$ cat src/rtl/wdt_pkg.sv
package wdt_pkg;
   // Register byte offsets; software decodes these.
   localparam logic [7:0] OFS_REV  = 8'h00;
   localparam logic [7:0] OFS_CTRL = 8'h24;
   localparam logic [7:0] OFS_CNT  = 8'h28;
   localparam logic [7:0] OFS_LOAD = 8'h2C;
   localparam logic [7:0] OFS_TRIG = 8'h30;
   localparam logic [7:0] OFS_PEND = 8'h34;
   localparam logic [7:0] OFS_ARM  = 8'h48;

   // Posted slots, index equals pending bit position.
   localparam int SLOT_CTRL = 0;
   localparam int SLOT_CNT  = 1;
   localparam int SLOT_LOAD = 2;
   localparam int SLOT_TRIG = 3;
   localparam int SLOT_ARM  = 4;
   localparam int NUM_SLOTS = 5;

   localparam logic [15:0] KEY_ARM_A = 16'hBBBB;
   localparam logic [15:0] KEY_ARM_B = 16'h4444;
   localparam logic [15:0] KEY_DIS_A = 16'hAAAA;
   localparam logic [15:0] KEY_DIS_B = 16'h5555;

   typedef enum logic [1:0] {
      KS_IDLE   = 2'd0,
      KS_ARMING = 2'd1,
      KS_DISARM = 2'd2
   } key_state_e;

   function automatic logic [7:0] slot_offset(input int slot);
      case (slot)
         SLOT_CTRL: slot_offset = OFS_CTRL;
         SLOT_CNT:  slot_offset = OFS_CNT;
         SLOT_LOAD: slot_offset = OFS_LOAD;
         SLOT_TRIG: slot_offset = OFS_TRIG;
         default:   slot_offset = OFS_ARM;
      endcase
   endfunction
endpackage

$ cat src/rtl/wdt_post.sv
module wdt_post #(
   parameter int DATA_W     = 32,
   parameter int POST_TICKS = 2
) (
   input  logic              clk,
   input  logic              rst_n,
   input  logic              wr_i,
   input  logic [DATA_W-1:0] wdata_i,
   input  logic              tick_i,
   output logic              busy_o,
   output logic              commit_o,
   output logic [DATA_W-1:0] data_o
);
   localparam int CW = $clog2(POST_TICKS + 1);

   logic [CW-1:0]     cnt_q;
   logic              busy_q;
   logic [DATA_W-1:0] hold_q;

   // A fresh write restarts the posting window instead of committing.
   assign commit_o = busy_q && tick_i && !wr_i && (cnt_q == CW'(POST_TICKS - 1));
   assign busy_o   = busy_q;
   assign data_o   = hold_q;

   always_ff @(posedge clk) begin
      if (!rst_n) begin
         busy_q <= 1'b0;
         cnt_q  <= '0;
         hold_q <= '0;
      end else if (wr_i) begin
         busy_q <= 1'b1;
         cnt_q  <= '0;
         hold_q <= wdata_i;
      end else if (commit_o) begin
         busy_q <= 1'b0;
         cnt_q  <= '0;
      end else if (busy_q && tick_i) begin
         cnt_q  <= cnt_q + CW'(1);
      end
   end
endmodule

$ cat src/rtl/wdt_key.sv
module wdt_key
   import wdt_pkg::*;
#(
   parameter int DATA_W = 32
) (
   input  logic              clk,
   input  logic              rst_n,
   input  logic              commit_i,
   input  logic [DATA_W-1:0] data_i,
   output logic              armed_o
);
   key_state_e state_q;
   logic       armed_q;

   always_ff @(posedge clk) begin
      if (!rst_n) begin
         state_q <= KS_IDLE;
         armed_q <= 1'b0;
      end else if (commit_i) begin
         case (state_q)
            KS_IDLE: begin
               if (data_i == DATA_W'(KEY_ARM_A))      state_q <= KS_ARMING;
               else if (data_i == DATA_W'(KEY_DIS_A)) state_q <= KS_DISARM;
            end
            KS_ARMING: begin
               if (data_i == DATA_W'(KEY_ARM_B)) armed_q <= 1'b1;
               state_q <= KS_IDLE;
            end
            default: begin
               if (data_i == DATA_W'(KEY_DIS_B)) armed_q <= 1'b0;
               state_q <= KS_IDLE;
            end
         endcase
      end
   end

   assign armed_o = armed_q;
endmodule

$ cat src/rtl/wdt_count.sv
module wdt_count #(
   parameter int DATA_W = 32,
   parameter int PRE_W  = 3
) (
   input  logic              clk,
   input  logic              rst_n,
   input  logic              run_i,
   input  logic              tick_i,
   input  logic              pre_en_i,
   input  logic [PRE_W-1:0]  pre_exp_i,
   input  logic              force_i,
   input  logic [DATA_W-1:0] force_val_i,
   input  logic [DATA_W-1:0] reload_i,
   output logic [DATA_W-1:0] count_o,
   output logic              ovf_o
);
   localparam int DIV_W = 1 << PRE_W;

   logic [DIV_W-1:0]  div_q;
   logic [DIV_W-1:0]  div_mask;
   logic              div_hit;
   logic              step;
   logic [DATA_W-1:0] cnt_q;
   logic              ovf_q;

   assign div_mask = (DIV_W'(1) << pre_exp_i) - DIV_W'(1);
   assign div_hit  = (div_q >= div_mask);
   assign step     = run_i && tick_i && (!pre_en_i || div_hit);

   always_ff @(posedge clk) begin
      if (!rst_n) begin
         div_q <= '0;
      end else if (!run_i || !pre_en_i) begin
         div_q <= '0;
      end else if (tick_i) begin
         div_q <= div_hit ? '0 : div_q + DIV_W'(1);
      end
   end

   always_ff @(posedge clk) begin
      if (!rst_n) begin
         cnt_q <= '0;
         ovf_q <= 1'b0;
      end else begin
         ovf_q <= step && !force_i && (cnt_q == '1);
         if (force_i)
            cnt_q <= force_val_i;
         else if (step)
            cnt_q <= (cnt_q == '1) ? reload_i : cnt_q + DATA_W'(1);
      end
   end

   assign count_o = cnt_q;
   assign ovf_o   = ovf_q;
endmodule

$ cat src/rtl/wdt_keyed.sv
module wdt_keyed
   import wdt_pkg::*;
#(
   parameter int         DATA_W     = 32,
   parameter int         ADDR_W     = 8,
   parameter int         PRE_W      = 3,
   parameter int         POST_TICKS = 2,
   parameter logic [3:0] REV_MAJOR  = 4'h1,
   parameter logic [3:0] REV_MINOR  = 4'h3
) (
   input  logic              clk,
   input  logic              rst_n,
   input  logic [ADDR_W-1:0] bus_addr,
   input  logic              bus_we,
   input  logic [DATA_W-1:0] bus_wdata,
   output logic [DATA_W-1:0] bus_rdata,
   input  logic              tick_en,
   output logic              wdt_rst_o
);
   localparam int CTRL_EXP_LSB = 2;
   localparam int CTRL_EN_BIT  = CTRL_EXP_LSB + PRE_W;

   if (DATA_W < 16)        $error("DATA_W must hold a 16-bit key");
   if (ADDR_W < 8)         $error("ADDR_W must reach offset 0x48");
   if (PRE_W < 1 || PRE_W > 4) $error("PRE_W out of range");
   if (POST_TICKS < 1)     $error("POST_TICKS must be at least 1");
   if (CTRL_EN_BIT >= DATA_W) $error("control field does not fit");

   logic [NUM_SLOTS-1:0] wr_sel;
   logic [NUM_SLOTS-1:0] busy;
   logic [NUM_SLOTS-1:0] commit;
   logic [DATA_W-1:0]    slot_data [NUM_SLOTS];

   for (genvar s = 0; s < NUM_SLOTS; s++) begin : g_slot
      assign wr_sel[s] = bus_we && (bus_addr == ADDR_W'(slot_offset(s)));
      wdt_post #(.DATA_W(DATA_W), .POST_TICKS(POST_TICKS)) i_post (
         .clk      (clk),
         .rst_n    (rst_n),
         .wr_i     (wr_sel[s]),
         .wdata_i  (bus_wdata),
         .tick_i   (tick_en),
         .busy_o   (busy[s]),
         .commit_o (commit[s]),
         .data_o   (slot_data[s])
      );
   end

   logic              pre_en_q;
   logic [PRE_W-1:0]  pre_exp_q;
   logic [DATA_W-1:0] load_q;
   logic [DATA_W-1:0] trig_q;

   always_ff @(posedge clk) begin
      if (!rst_n) begin
         pre_en_q  <= 1'b0;
         pre_exp_q <= '0;
         load_q    <= '0;
         trig_q    <= '0;
      end else begin
         if (commit[SLOT_CTRL]) begin
            pre_en_q  <= slot_data[SLOT_CTRL][CTRL_EN_BIT];
            pre_exp_q <= slot_data[SLOT_CTRL][CTRL_EXP_LSB +: PRE_W];
         end
         if (commit[SLOT_LOAD]) load_q <= slot_data[SLOT_LOAD];
         if (commit[SLOT_TRIG]) trig_q <= slot_data[SLOT_TRIG];
      end
   end

   logic armed;

   wdt_key #(.DATA_W(DATA_W)) i_key (
      .clk      (clk),
      .rst_n    (rst_n),
      .commit_i (commit[SLOT_ARM]),
      .data_i   (slot_data[SLOT_ARM]),
      .armed_o  (armed)
   );

   logic              trig_reload;
   logic              cnt_force;
   logic [DATA_W-1:0] cnt_force_val;
   logic [DATA_W-1:0] count;

   assign trig_reload   = commit[SLOT_TRIG] && (slot_data[SLOT_TRIG] != trig_q);
   assign cnt_force     = trig_reload || commit[SLOT_CNT];
   assign cnt_force_val = trig_reload ? load_q : slot_data[SLOT_CNT];

   wdt_count #(.DATA_W(DATA_W), .PRE_W(PRE_W)) i_count (
      .clk         (clk),
      .rst_n       (rst_n),
      .run_i       (armed),
      .tick_i      (tick_en),
      .pre_en_i    (pre_en_q),
      .pre_exp_i   (pre_exp_q),
      .force_i     (cnt_force),
      .force_val_i (cnt_force_val),
      .reload_i    (load_q),
      .count_o     (count),
      .ovf_o       (wdt_rst_o)
   );

   always_comb begin
      bus_rdata = '0;
      case (bus_addr)
         ADDR_W'(OFS_REV):  bus_rdata[7:0] = {REV_MAJOR, REV_MINOR};
         ADDR_W'(OFS_CTRL): begin
            bus_rdata[CTRL_EN_BIT]             = pre_en_q;
            bus_rdata[CTRL_EXP_LSB +: PRE_W]   = pre_exp_q;
         end
         ADDR_W'(OFS_CNT):  bus_rdata = count;
         ADDR_W'(OFS_LOAD): bus_rdata = load_q;
         ADDR_W'(OFS_TRIG): bus_rdata = trig_q;
         ADDR_W'(OFS_PEND): bus_rdata[NUM_SLOTS-1:0] = busy;
         default:           bus_rdata = '0;
      endcase
   end
endmodule

$ cat config.mk
export PLATFORM = sky130hd
export DESIGN_NAME = wdt_keyed
export DESIGN_NICKNAME = d
export VERILOG_FILES = /design/src/rtl/wdt_pkg.sv /design/src/rtl/wdt_post.sv /design/src/rtl/wdt_key.sv /design/src/rtl/wdt_count.sv /design/src/rtl/wdt_keyed.sv
export SDC_FILE = /design/constraint.sdc
export NUM_CORES = 1
export LEC_CHECK = 0
export BUFFER_PORTS_ARGS = -buffer_cell sky130_fd_sc_hd__buf_4
export CAP_MARGIN = 20
export CORE_MARGIN = 2
export CORE_UTILIZATION = 50
export CTS_CLUSTER_DIAMETER = 30
export CTS_CLUSTER_SIZE = 30
export DETAILED_ROUTE_END_ITERATION = 6
export PLACE_DENSITY = 0.8
export SLEW_MARGIN = 20
export SYNTH_ARGS = -nofsm -noshare
export SYNTH_HDL_FRONTEND = slang
export SYNTH_SLANG_ARGS = --single-unit
$ cat constraint.sdc
create_clock -name clk -period 6.5 [get_ports clk]
set_input_delay 0.975 -clock clk [delete_from_list [all_inputs] [get_ports clk]]
set_output_delay 0.975 -clock clk [all_outputs]
set_load 0.005 [all_outputs]
* Word-level counts from Yosys, hierarchy flattened
Cells that the tools add are included.
** Storage, ports and cells
- Output and inout port bits :: 33
- Bits of input ports :: 44
- Logic and storage cells :: 135
- Bits in registers :: 261
** Operators by class
- Shift-type cells :: 1
- Add/sub/neg operators :: 8
- Bitwise operators :: 2
- Muxes and demuxes :: 26
- Reductions and logical operators :: 53
- Order comparisons :: 1
- Equality and inequality tests :: 20
** Operators with widths (count)
- two-way mux 32 bit :: 4
- one-hot mux 24 bit (3 select lines) :: 1
- equality test 32 x 15 -> 1 bit, second input constant :: 2
- equality test 32 x 16 -> 1 bit, second input constant :: 2
- equality test 8 x 6 -> 1 bit, second input constant :: 5
- adder 32 x 1 -> 32 bit, second input constant :: 1
- equality test 32 bit, second input constant :: 1
- inequality test 32 bit :: 1
- logical AND 1 bit :: 25
- one-hot mux 3 bit (6 select lines) :: 1
- OR reduction 3 bit :: 5
- nonzero test 2 bit :: 7
- equality test 2 x 1 -> 1 bit, second input constant :: 6
- two-way mux 1 bit :: 12
- adder 2 x 1 -> 2 bit, second input constant :: 5
- one-hot mux 2 bit (5 select lines) :: 1
- adder 8 x 1 -> 8 bit, second input constant :: 1
- equality test 8 x 7 -> 1 bit, second input constant :: 1
- greater-or-equal comparator 8 bit :: 1
- zero test 1 bit :: 8
- zero test 8 bit :: 1
- two-way mux 8 bit :: 1
- left shift 1 x 3 -> 8 bit, first input constant :: 1
- subtractor 8 x 2 -> 8 bit, second input constant :: 1
- other kinds (12) :: 17

* Longest topological paths before layout
Gate-level depths: netlist (run 1).
- Depth after elaboration :: 10
- Depth in mapped cells :: 18
- Gate-level depth less buffers :: 14

* Hierarchy
From an unflattened synthesis (run 1), not the netlist that was laid out.
** Unflattened totals
- Cells, all modules :: 1398
- Area, all modules :: 14276.2 µm²
** Modules (own cells, without submodules)
- wdt_post :: area an instance 1411.4 µm², times used 5, cells an instance 118
- wdt_keyed :: area an instance 3957.5 µm², times used 1, cells an instance 400
- wdt_count :: area an instance 2972.9 µm², times used 1, cells an instance 374
- wdt_key :: area an instance 289.0 µm², times used 1, cells an instance 34

* Worst setup path before layout (run 1)
OpenSTA, ideal clock, no wires.
- Path kind :: input to output
- Start :: input port bus_addr[1]
- End :: output port bus_rdata[0]
- Slack :: 3197 ps
- Cell stages on the path :: 5
- Arrival time :: 2328 ps
- Buffers on the path :: 0
- Required time :: 5525 ps
- Cell sequence :: or3_1 or3_1 or4_1 o21ai_0 a221o_1
** Between the ends
- Longest elaborated chain between the ends :: 2
** Ends and longest elaborated chain
- from (decl) :: RTL line wdt_keyed.sv:13 : input logic [ADDR_W-1:0] bus_addr,
- equality test 8 x 6 -> 1 bit / zero test 8 bit (equally long branches) :: RTL line wdt_keyed.sv:104 : case (bus_addr)
- one-hot mux 2 bit (5 select lines) (*) :: RTL line wdt_keyed.sv:104
- to (decl) :: RTL line wdt_keyed.sv:16 : output logic [DATA_W-1:0] bus_rdata,
Every way passes the cells marked *; elsewhere a longest branch is shown, timed or not.

* Final worst setup path (run 1)
- Start :: input port bus_addr[1]
- End :: output port bus_rdata[28]
** Between the ends
- Longest elaborated chain between the ends :: 2
** Ends and longest elaborated chain (RTL line)
- equality test 8 x 6 -> 1 bit :: wdt_keyed.sv:104
- one-hot mux 24 bit (3 select lines) (*) :: wdt_keyed.sv:104
Marked as above.

==> flow_metrics.tcl, run 1 <==
set metrics [dict create \
    synth_edf_count 0 \
    synth_area_leaders "dfxtp_1 43%, nand2_1 15%, a21oi_1 10%, xnor2_1 3.2%, nor2_1 2.6%" \
    grt_first_pass_wirelength_mm 56.8 \
    netlist_instances 1580 \
    overflow 0 \
    clk_path_buf_depth 3 \
    yosysTopAreaCell "dfxtp_1" \
    design.portCount 77 \
    status "complete, no violations" \
    powerDensity_mw_per_mm2 280 \
    worstPathCellList "buf_4 -> or3_1 -> nor2_1 -> nand2_1 -> nor3_1 -> a222oi_1 -> inv_1 -> buf_4" \
    fmax_ghz 0.241 \
    fin_skew_ps 16.8 \
    num-nets-final 1670 \
    cpPeakStageDelay_ps 940 \
    netlist_top_cells_count "473 x nand2_1, 259 x dfxtp_1, 243 x a21oi_1" \
    n_antenna_cell 0 \
    cts-resized-gates 0 \
    synth_compound_gate_area_share_pct 17.6 \
    worst_slew_pin_slew_ps 1200 \
    yosys_warnings 0 \
    fin_tns_setup_ps 0 \
    dr.pass1.iters 6 \
    hold_viol_final 0 \
    antenna_found_initial 0 \
    die_area_mm2 0.0251 \
    yosysSeqAreaShare_pct 43.5 \
    end_kind "primary output" \
    clkTransAtPathRegs_ps 50 \
    holdPathStages 2 \
    crit_path_frequent_cell "buf_4" \
    viasPerCell 5.81 \
    grt_max_degree 150 \
    h-tree-depth 2 \
    rsz0062_at_grt "false" \
    cts_root_buffer "clkbuf_16" \
    synth-xor-area-share_pct 4.77 \
    drv_slew 0 \
    finalSetupViolCount 0 \
    fin_crit_ps 4160 \
    leakagePower_nw 5.04 \
    avgRoutedWirePerCell_um 18.4 \
    synth_mux_area_share_pct 1.34 \
    ys_ff_latch 259 \
    synth_cell_type_count 66 \
    vdd_drop_max_mv 0.178 \
    maxCapViolCount 0 \
    track_usage_pct 28.8 \
    power_frac_comb_pct 2.3 \
    critical-path-slowest-cell "nor3_1" \
    crit_type "input pin to primary output" \
    layout-area-overhead-vs-synth_pct 18.4 \
    p_seq_share_pct 40.3 \
    synth_nets 1640 \
    grt_pass1_vias 10500 \
    synth_area_mm2 0.0119 \
    post-route-util_pct 60.2 \
    use_met3_pct 5.36 \
    gr-max-usage-layer "met2" \
    rr_worst_depth 13 \
    io_buffers 76 \
    cp_data_arrival_time_ps 3180 \
    die_y_um 158 \
    avgSynthCellArea_um2 7.55 \
    numCtsBuffers 45 \
    drcViolationCount 0 \
    cts_hold_buf 0 \
    coreArea_mm2 0.0235 \
    grt.met1_usage_pct 40.8 \
    synth-simple-area-share_pct 26.6 \
    dp_hpwl_mm 24.6 \
    relSlewSlack_pct 19.6 \
    yosys.area_share.adder_pct 1.68 \
    switching_share_pct 22.4 \
    async_flop_share_pct 0 \
    yosysMostFrequentCell "nand2_1" \
    p_int_mw 3.07 \
    drt_iter0_markers 1340 \
    hp-class "flop to flop" \
    synth_top_area_share_pct 43.5 \
    path_max_fanout 5 \
    synth_top_family_by_area "simple AND/OR/NAND/NOR gates" \
    wl_mm 36.2 \
    cts_tree "yes" \
    insertion_delay_ps 530 \
    drive_gt1_share_pct 11.9 \
    clkSinkCount 259 \
    routabilityCongestion 0.917 \
    num_rows 56 \
    switchingPower_uw 885 \
    synthFlopType "dfxtp_1" \
    post-cts-setup-buffer-count 0 \
    min_period_over_period_pct 63.9 \
    met2_usage_pct 44.2 \
    start_util_pct 50.8 \
    worst_ep_required_time_ps 5520 \
    vias 11400 \
    die_w_um 158 \
    startpoint_type "input pin" \
    antenna_left 0 \
    power_mw 3.96 \
    clkPwrFrac_pct 57.4 \
]
## through the flow
| step | hold WS, ps | cells | area [um^2] | setup slack [ps] |
|---|---|---|---|---|
| 2_1_floorplan | 431 | 1580 | 11900 | 3200 |
| 3_3_place_gp | 436 | 1881 | 12600 | 2330 |
| 3_5_place_dp | 442 | 1881 | 12600 | 2200 |
| 4_1_cts | 449 | 1963 | 14100 | 2420 |
| 5_1_grt | 463 | 1964 | 14100 | 2280 |
| 6_report | 447 | 1964 | 14100 | 2340 |
## final timing paths
path | startpoint | endpoint | slack [ps]
worst max-delay path | bus_addr[1] | bus_rdata[28] | 2340
worst max register to register | pre_exp_q[0] | i_count.count_o[9] | 2800
worst min register to register | g_slot[2].i_post.data_o[25] | load_q[25] | 450
worst min-delay path | g_slot[2].i_post.data_o[25] | load_q[25] | 450
## final cells by class
class | count | area, um^2
fill | 2004 | 9340
multi-input combinational | 1188 | 6250
sequential | 259 | 5180
clock buffer | 59 | 1260
timing repair buffer | 96 | 741
tap | 319 | 399
clock inverter | 23 | 215
inverter | 20 | 80.1
## critical path: cells and delay by family
family,cells,cell delay (ps)
and+or+nand+nor,4,1540
buffers and inverters,3,350
AOI/OAI and AO/OA,1,310
## cell usage in the layout (no fill, tap or decap), types with 5 or more instances in the layout
cell type / instances
clkbuf_16: 46
dfxtp_1: 259
nor3_1: 23
nand4_1: 25
a22oi_1: 25
a211oi_1: 11
and3_1: 9
ha_1: 16
nor2_1: 81
nand2_1: 473
and4_1: 12
a21oi_1: 243
a222oi_1: 5
o21ai_0: 35
clkbuf_8: 6
nor4_1: 11
mux2i_1: 16
xnor2_1: 44
buf_4: 95
inv_1: 19
inv_6: 5
a31oi_1: 11
o22ai_1: 18
nand2b_1: 7
nand3_1: 33
clkinv_2: 9
a221o_1: 5
xor2_1: 21
clkbuf_1: 7
## power groups by stage
stage / clock network (mW) / logic, mW / registers (mW)
final: 2.27 / 0.0921 / 1.59
after global routing: 2.35 / 0.0970 / 1.59
after CTS: 2.28 / 0.0877 / 1.59
after detailed placement: 0 / 0.0872 / 1.62
after global placement: 0 / 0.0869 / 1.62
after floorplan: 0 / 0.0364 / 1.62
## routing by layer
metal	vias up	routed length, um
li1	5480	-
met3	76	3860
met1	5273	15400
met4	0	950
met2	584	16000
met5	-	0
## logic make-up after synthesis
kind of cell               count (synthesis)
AOI/OAI and AO/OA                        372
xor gates and xnor gates                  65
adders and majority gates                 16
buffers and inverters                    133
DFF                                      259
muxes                                     16
other                                      1
and+or+nand+nor                          718
## flip-flops by register name (all words and copies together), names as in the netlist
signal                cells
load_q                   32
i_key.state_q             2
trig_q                   32
i_count.count_o          32
i_count.div_q             8
i_count.ovf_o             1
g_slot.i_post.busy_o      5
i_key.armed_o             1
g_slot.i_post.cnt_q      10
pre_exp_q                 3
pre_en_q                  1
g_slot.i_post.data_o    132
Note: power is estimated with default switching activity, not from simulation.
==> inputs of run 2 (changes only) <==
ABC_AREA = 1   (was not set)
clock period = 4.2 ns   (was 6.5 ns; I/O delays follow)
==> flow_metrics.tcl, run 2 <==
set metrics [dict create \
    status "complete, no violations" \
    synth_area_mm2 0.0128 \
    fin_tns_setup_ps 0 \
    power_mw 6.93 \
    synth_cell_type_count 52 \
    clkPwrFrac_pct 62.1 \
    netlist_top_cells_count "261 x nand2_1, 259 x dfxtp_1, 199 x nor2_1" \
    largest_reg_flops 132 \
    worstSetupPathDepth 11 \
    dp_hpwl_mm 26.5 \
    antenna_left 0 \
    yosys.area_share.adder_pct 1.56 \
    relSlewSlack_pct 36.8 \
    start_util_pct 50.9 \
    grt_max_degree 137 \
    cpPeakStageDelay_ps 730 \
    synth_top_area_share_pct 40.5 \
    rr_startpoint "pre_exp_q[2]" \
    critPathBufInv 3 \
    end_kind "primary output" \
    viasPerCell 5.80 \
    hold_viol_final 0 \
    startpoint_type "input pin" \
    synth-simple-area-share_pct 24.1 \
    post-cts-setup-buffer-count 0 \
    synth_top_family_by_area "simple AND/OR/NAND/NOR gates" \
    async_flop_share_pct 0 \
    fin_crit_ps 3410 \
    numCtsBuffers 53 \
    worst_ep_required_time_ps 3570 \
    fmax_ghz 0.293 \
    design.portCount 77 \
    die_y_um 164 \
    synth_area_leaders "dfxtp_1 40%, nand2_1 7.6%, o21ai_0 6.9%, nor2_1 5.8%, nand3_1 5.2%" \
    yosysSeqAreaShare_pct 40.5 \
    worst_slew_pin_slew_ps 947 \
    critPathTopFamily "buffers and inverters" \
    leakagePower_nw 6.28 \
    path_max_fanout 22 \
    num_rows 58 \
    worstPathCellList "buf_4 -> nor2_2 -> nand2_1 -> nor2_1 -> nand2_2 -> inv_1 -> nand2_1 -> o21ai_0 -> a221oi_1 -> o21ai_0 -> buf_4" \
    grt_pass1_vias 12200 \
    cts_tree "yes" \
    fin_skew_ps 19.5 \
    clkSinkCount 259 \
    ys_ff_latch 259 \
    min_period_over_period_pct 81.2 \
    overflow 0 \
    post-route-util_pct 60.6 \
    n_antenna_cell 0 \
    regToRegEndpoint "i_count.count_o[19]" \
    grt_first_pass_wirelength_mm 63.4 \
    die_area_mm2 0.0269 \
    switching_share_pct 21.7 \
    drt_iter0_markers 1382 \
    h-tree-depth 2 \
    worstSetupStartpoint "bus_addr[1]" \
    critical-path-slowest-cell "inv_1" \
    wl_mm 39.8 \
    vdd_drop_max_mv 0.397 \
    dr.pass1.iters 6 \
    synth_compound_gate_area_share_pct 20.7 \
    p_seq_share_pct 35.6 \
    finalSetupViolCount 0 \
    final_common_cell "nand2_1" \
    avgSynthCellArea_um2 7.14 \
    hp-class "input pin to flop" \
    track_usage_pct 29.6 \
    layout-area-overhead-vs-synth_pct 19.1 \
    clk_path_buf_depth 3 \
    io_buffers 76 \
    drcViolationCount 0 \
    synth_nets 1854 \
    drv_slew 0 \
    rr_worst_depth 16 \
    yosysMostFrequentCell "nand2_1" \
    netlist_instances 1794 \
    routabilityCongestion 0.973 \
    powerDensity_mw_per_mm2 454 \
    yosysTopAreaCell "dfxtp_1" \
    crit_end "bus_rdata[2]" \
    crit_type "input pin to primary output" \
    num-nets-final 1893 \
    switchingPower_mw 1.50 \
    cts_root_buffer "clkbuf_16" \
    synth_edf_count 0 \
    hold_start "bus_wdata[13]" \
    cts_hold_buf 0 \
    cts-resized-gates 0 \
    rsz0062_at_grt "false" \
    insertion_delay_ps 550 \
    power_frac_comb_pct 2.3 \
    maxCapViolCount 0 \
    antenna_found_initial 0 \
    avgRoutedWirePerCell_um 18.1 \
    die_w_um 164 \
    yosys_warnings 0 \
    final_cell_mix "261 x nand2_1, 259 x dfxtp_1, 199 x nor2_1, 176 x o21ai_0, 175 x inv_1" \
    coreArea_mm2 0.0252 \
    synth-xor-area-share_pct 3.35 \
    synthFlopType "dfxtp_1" \
    synth_mux_area_share_pct 0 \
    clkTransAtPathRegs_ps 50 \
    r2r_slack_ps 910 \
    cp_data_arrival_time_ps 2780 \
    drive_gt1_share_pct 13.2 \
    p_int_mw 5.42 \
    vias 12800 \
]
## run 2: worst min-delay path by stage
stage / end / depth (start not counted)
2_1_floorplan: g_slot[1].i_post.data_o[0] / 2
3_3_place_gp: g_slot[1].i_post.data_o[0] / 2
3_5_place_dp: g_slot[1].i_post.data_o[0] / 2
4_1_cts: g_slot[3].i_post.data_o[13] / 3
5_1_grt: g_slot[3].i_post.data_o[31] / 3
6_report: g_slot[3].i_post.data_o[13] / 3
## run 2: routing by layer
layer | track usage, % | vias up | wire (um)
met5 | 0 | - | 0
met4 | 13.4 | 0 | 1750
met3 | 4.65 | 139 | 3330
met2 | 48.7 | 641 | 18500
met1 | 38.3 | 5913 | 16300
li1 | - | 6098 | -
## run 2: power by group through the flow
stage               registers [mW]  clock network (mW)  logic (mW)
finish                        2.47                4.30       0.157
CTS                           2.47                4.32       0.154
global placement              2.52                   0       0.151
floorplan                     2.52                   0      0.0808
detailed placement            2.52                   0       0.152
global route                  2.47                4.48       0.168
## run 2: worst register-to-register path: cells and delay by family (launching register included)
| family | cells | cell delay (ps) |
|---|---|---|
| XOR/XNOR | 1 | 160 |
| AND/OR/NAND/NOR | 8 | 1230 |
| adder cells (fa/ha/maj) | 2 | 470 |
| buffers and inverters | 4 | 860 |
| AO/OA/AOI/OAI | 1 | 120 |
| flip-flops | 1 | 350 |
## run 2: through the flow
step           hold WS, ps  area [um^2]  setup slack (ps)  cells
3_3_place_gp           444        13400               954   2108
6_report               381        15300               791   2206
4_1_cts                371        15300               874   2206
3_5_place_dp           448        13400               887   2108
5_1_grt                385        15300               682   2206
2_1_floorplan          430        12800              1750   1794
## run 2: cell type report
class,count,area [um^2]
multi-input cells,1232,6370
repair buffers,87,666
fillers,2173,9920
clock buffers,66,1470
inverters,200,751
flip-flops and latches,259,5180
clock inverters,32,405
well taps,330,413
## run 2: kinds of logic (layout without fill, tap and decap cells)
family,after synthesis,after routing
xor gates and xnor gates,49,49
buffers and inverters,303,385
adders and majority gates,16,16
DFF,259,259
AOI/OAI and AO/OA,480,480
and+or+nand+nor,686,686
other,1,1
==> inputs of run 3 (changes only) <==
PLACE_DENSITY = 0.82   (was 0.8)
clock period = 2.8 ns   (was 4.2 ns; I/O delays follow)
==> flow_metrics.tcl, run 3 (synthesis gave the netlist of run 2 again) <==
set metrics [dict create \
    status "complete, no violations" \
    die_w_um 164 \
    grt_first_pass_wirelength_mm 64.3 \
    design.portCount 77 \
    num_rows 58 \
    final_common_cell "nand2_1" \
    clkTransAtPathRegs_ps 50 \
    hp-class "input pin to flop" \
    coreArea_mm2 0.0252 \
    p_seq_share_pct 34.7 \
    startpoint_type "flop" \
    min_period_over_period_pct 95.1 \
    maxCapViolCount 0 \
    worstPathCellList "nor2_2 -> nand2_1 -> ha_2 -> inv_1 -> xor2_1 -> inv_1 -> ha_1 -> nand2_1 -> o21ai_0 -> nand2_1 -> nand4_1 -> nand2_2 -> nand3_4 -> buf_8 -> buf_4 -> o21ai_1 -> nor2_1" \
    fin_skew_ps 16.9 \
    die_y_um 164 \
    io_buffers 76 \
    hold_viol_final 0 \
    layout-area-overhead-vs-synth_pct 21.8 \
    powerDensity_mw_per_mm2 684 \
    routabilityCongestion 0.934 \
    grt_pass1_vias 12400 \
    final_cell_mix "260 x nand2_1, 258 x dfxtp_1, 198 x nor2_1, 174 x inv_1, 170 x o21ai_0" \
    worst_ep_required_time_ps 3260 \
    vdd_drop_max_mv 0.505 \
    start_util_pct 50.9 \
    wl_mm 40.7 \
    relSlewSlack_pct 57.1 \
    leakagePower_nw 6.46 \
    fin_tns_setup_ps 0 \
    fin_crit_ps 2660 \
    h-tree-depth 2 \
    avgRoutedWirePerCell_um 18.2 \
    n_antenna_cell 0 \
    die_area_mm2 0.0269 \
    clkSinkCount 259 \
    vias 13000 \
    crit_type "flop to flop" \
    dpl_cell_area_mm2 0.0135 \
    path_max_fanout 8 \
    cp_data_arrival_time_ps 3120 \
    largest_reg_flops 132 \
    final_cell_area_mm2 0.0156 \
    cts_hold_buf 0 \
    dp_cells 2127 \
    dr.pass1.iters 6 \
    numCtsBuffers 56 \
    fillers 2154 \
    end_kind "flop" \
    critical-path-slowest-cell "dfxtp_2" \
    finalSetupViolCount 0 \
    worst_slew_pin_slew_ps 644 \
    switchingPower_mw 2.34 \
    fmax_ghz 0.376 \
    antenna_found_initial 0 \
    overflow 0 \
    drt_iter0_markers 1542 \
    antenna_left 0 \
    clkPwrFrac_pct 63.1 \
    crit_path_frequent_cell "nand2_1" \
    cts_root_buffer "clkbuf_16" \
    drcViolationCount 0 \
    drive_gt1_share_pct 14.8 \
    track_usage_pct 30.1 \
    clk_path_buf_depth 3 \
    final_cells 2237 \
    drv_slew 0 \
    power_frac_comb_pct 2.2 \
    viasPerCell 5.82 \
    grt_max_degree 96 \
    switching_share_pct 22.0 \
    dp_hpwl_mm 27.3 \
    cpPeakStageDelay_ps 330 \
    cts_tree "yes" \
    insertion_delay_ps 580 \
    p_int_mw 8.33 \
    num-nets-final 1922 \
]
[run 3: cell types whose count changed in the layout (fill, tap and decap cells not counted), moves of 2 or more]
cell | previous run | this run
clkinvlp_4 | 6 | 8
inv_6 | 6 | 1
clkbuf_16 | 54 | 58
clkinv_4 | 2 | 4
buf_8 | 0 | 2
buf_4 | 86 | 106
clkbuf_1 | 5 | 8
o21ai_1 | 73 | 79
o21ai_0 | 176 | 170
[run 3: what timing repair did]
| item | CTS | global route |
|---|---|---|
| pin swaps | 0 | 5 |
| endpoints found under the hold margin | 0 | 0 |
| resized for setup | 2 | 16 |
| buffers inserted | 0 | 5 |
| cloned | 0 | 2 |
| setup endpoints to repair | 27 | 39 |
[run 3: worst paths after layout]
| check | from | endpoint | slack (ps) | cells after the start |
|---|---|---|---|---|
| min reg2reg | g_slot[4].i_post.cnt_q[1] | g_slot[4].i_post.cnt_q[1] | 460 | 2 |
| max reg2reg | pre_exp_q[1] | i_count.count_o[24] | 140 | 17 |
| min | bus_wdata[11] | g_slot[1].i_post.data_o[11] | 150 | 3 |
| max | pre_exp_q[1] | i_count.count_o[24] | 140 | 17 |
[run 3: power by group through the flow]
stage	Sequential [mW]	Clock [mW]	Combinational, mW
after global placement	3.77	0	0.230
after detailed placement	3.77	0	0.232
final	3.70	6.73	0.240
after CTS	3.70	6.75	0.235
after floorplan	3.77	0	0.121
after global routing	3.70	6.97	0.258
[run 3: cell type report]
cell class / instances / area [um^2] / share of cell area [%]
clock inverter: 33 / 430 / 2.76
clock buffer: 70 / 1510 / 9.70
inverter: 200 / 753 / 4.83
tap: 330 / 413 / 2.65
multi-input combinational: 1232 / 6380 / 40.9
sequential: 259 / 5190 / 33.2
timing repair buffer: 113 / 927 / 5.94
[run 3: stage by stage]
step / power [mW] / hold WS [ps] / utilization (%) / setup WS (ps)
after floorplan: 3.89 / 430 / - / 350
after global placement: 4.00 / 445 / 53.8 / 102
after detailed placement: 4.01 / 450 / 53.8 / -48.6
after CTS: 10.7 / 143 / 61.5 / 26.5
after global routing: 10.9 / 149 / 62.0 / -16.1
final: 10.7 / 148 / 62.0 / 138
[run 3: layer usage]
layer  GRT usage [%]  wire, um
met3            6.09      3470
met4            13.2      1660
met1            38.7     16700
met5               0         0
met2            49.0     18900
[run 3: worst max-delay path, delay by kind of cell, from the launching register on]
kind / cells / cell delay, ps
xor+xnor: 1 / 130
simple gates: 8 / 950
buf+inv: 4 / 480
flops: 1 / 330
compound gates: 2 / 200
fa+ha+maj: 2 / 450
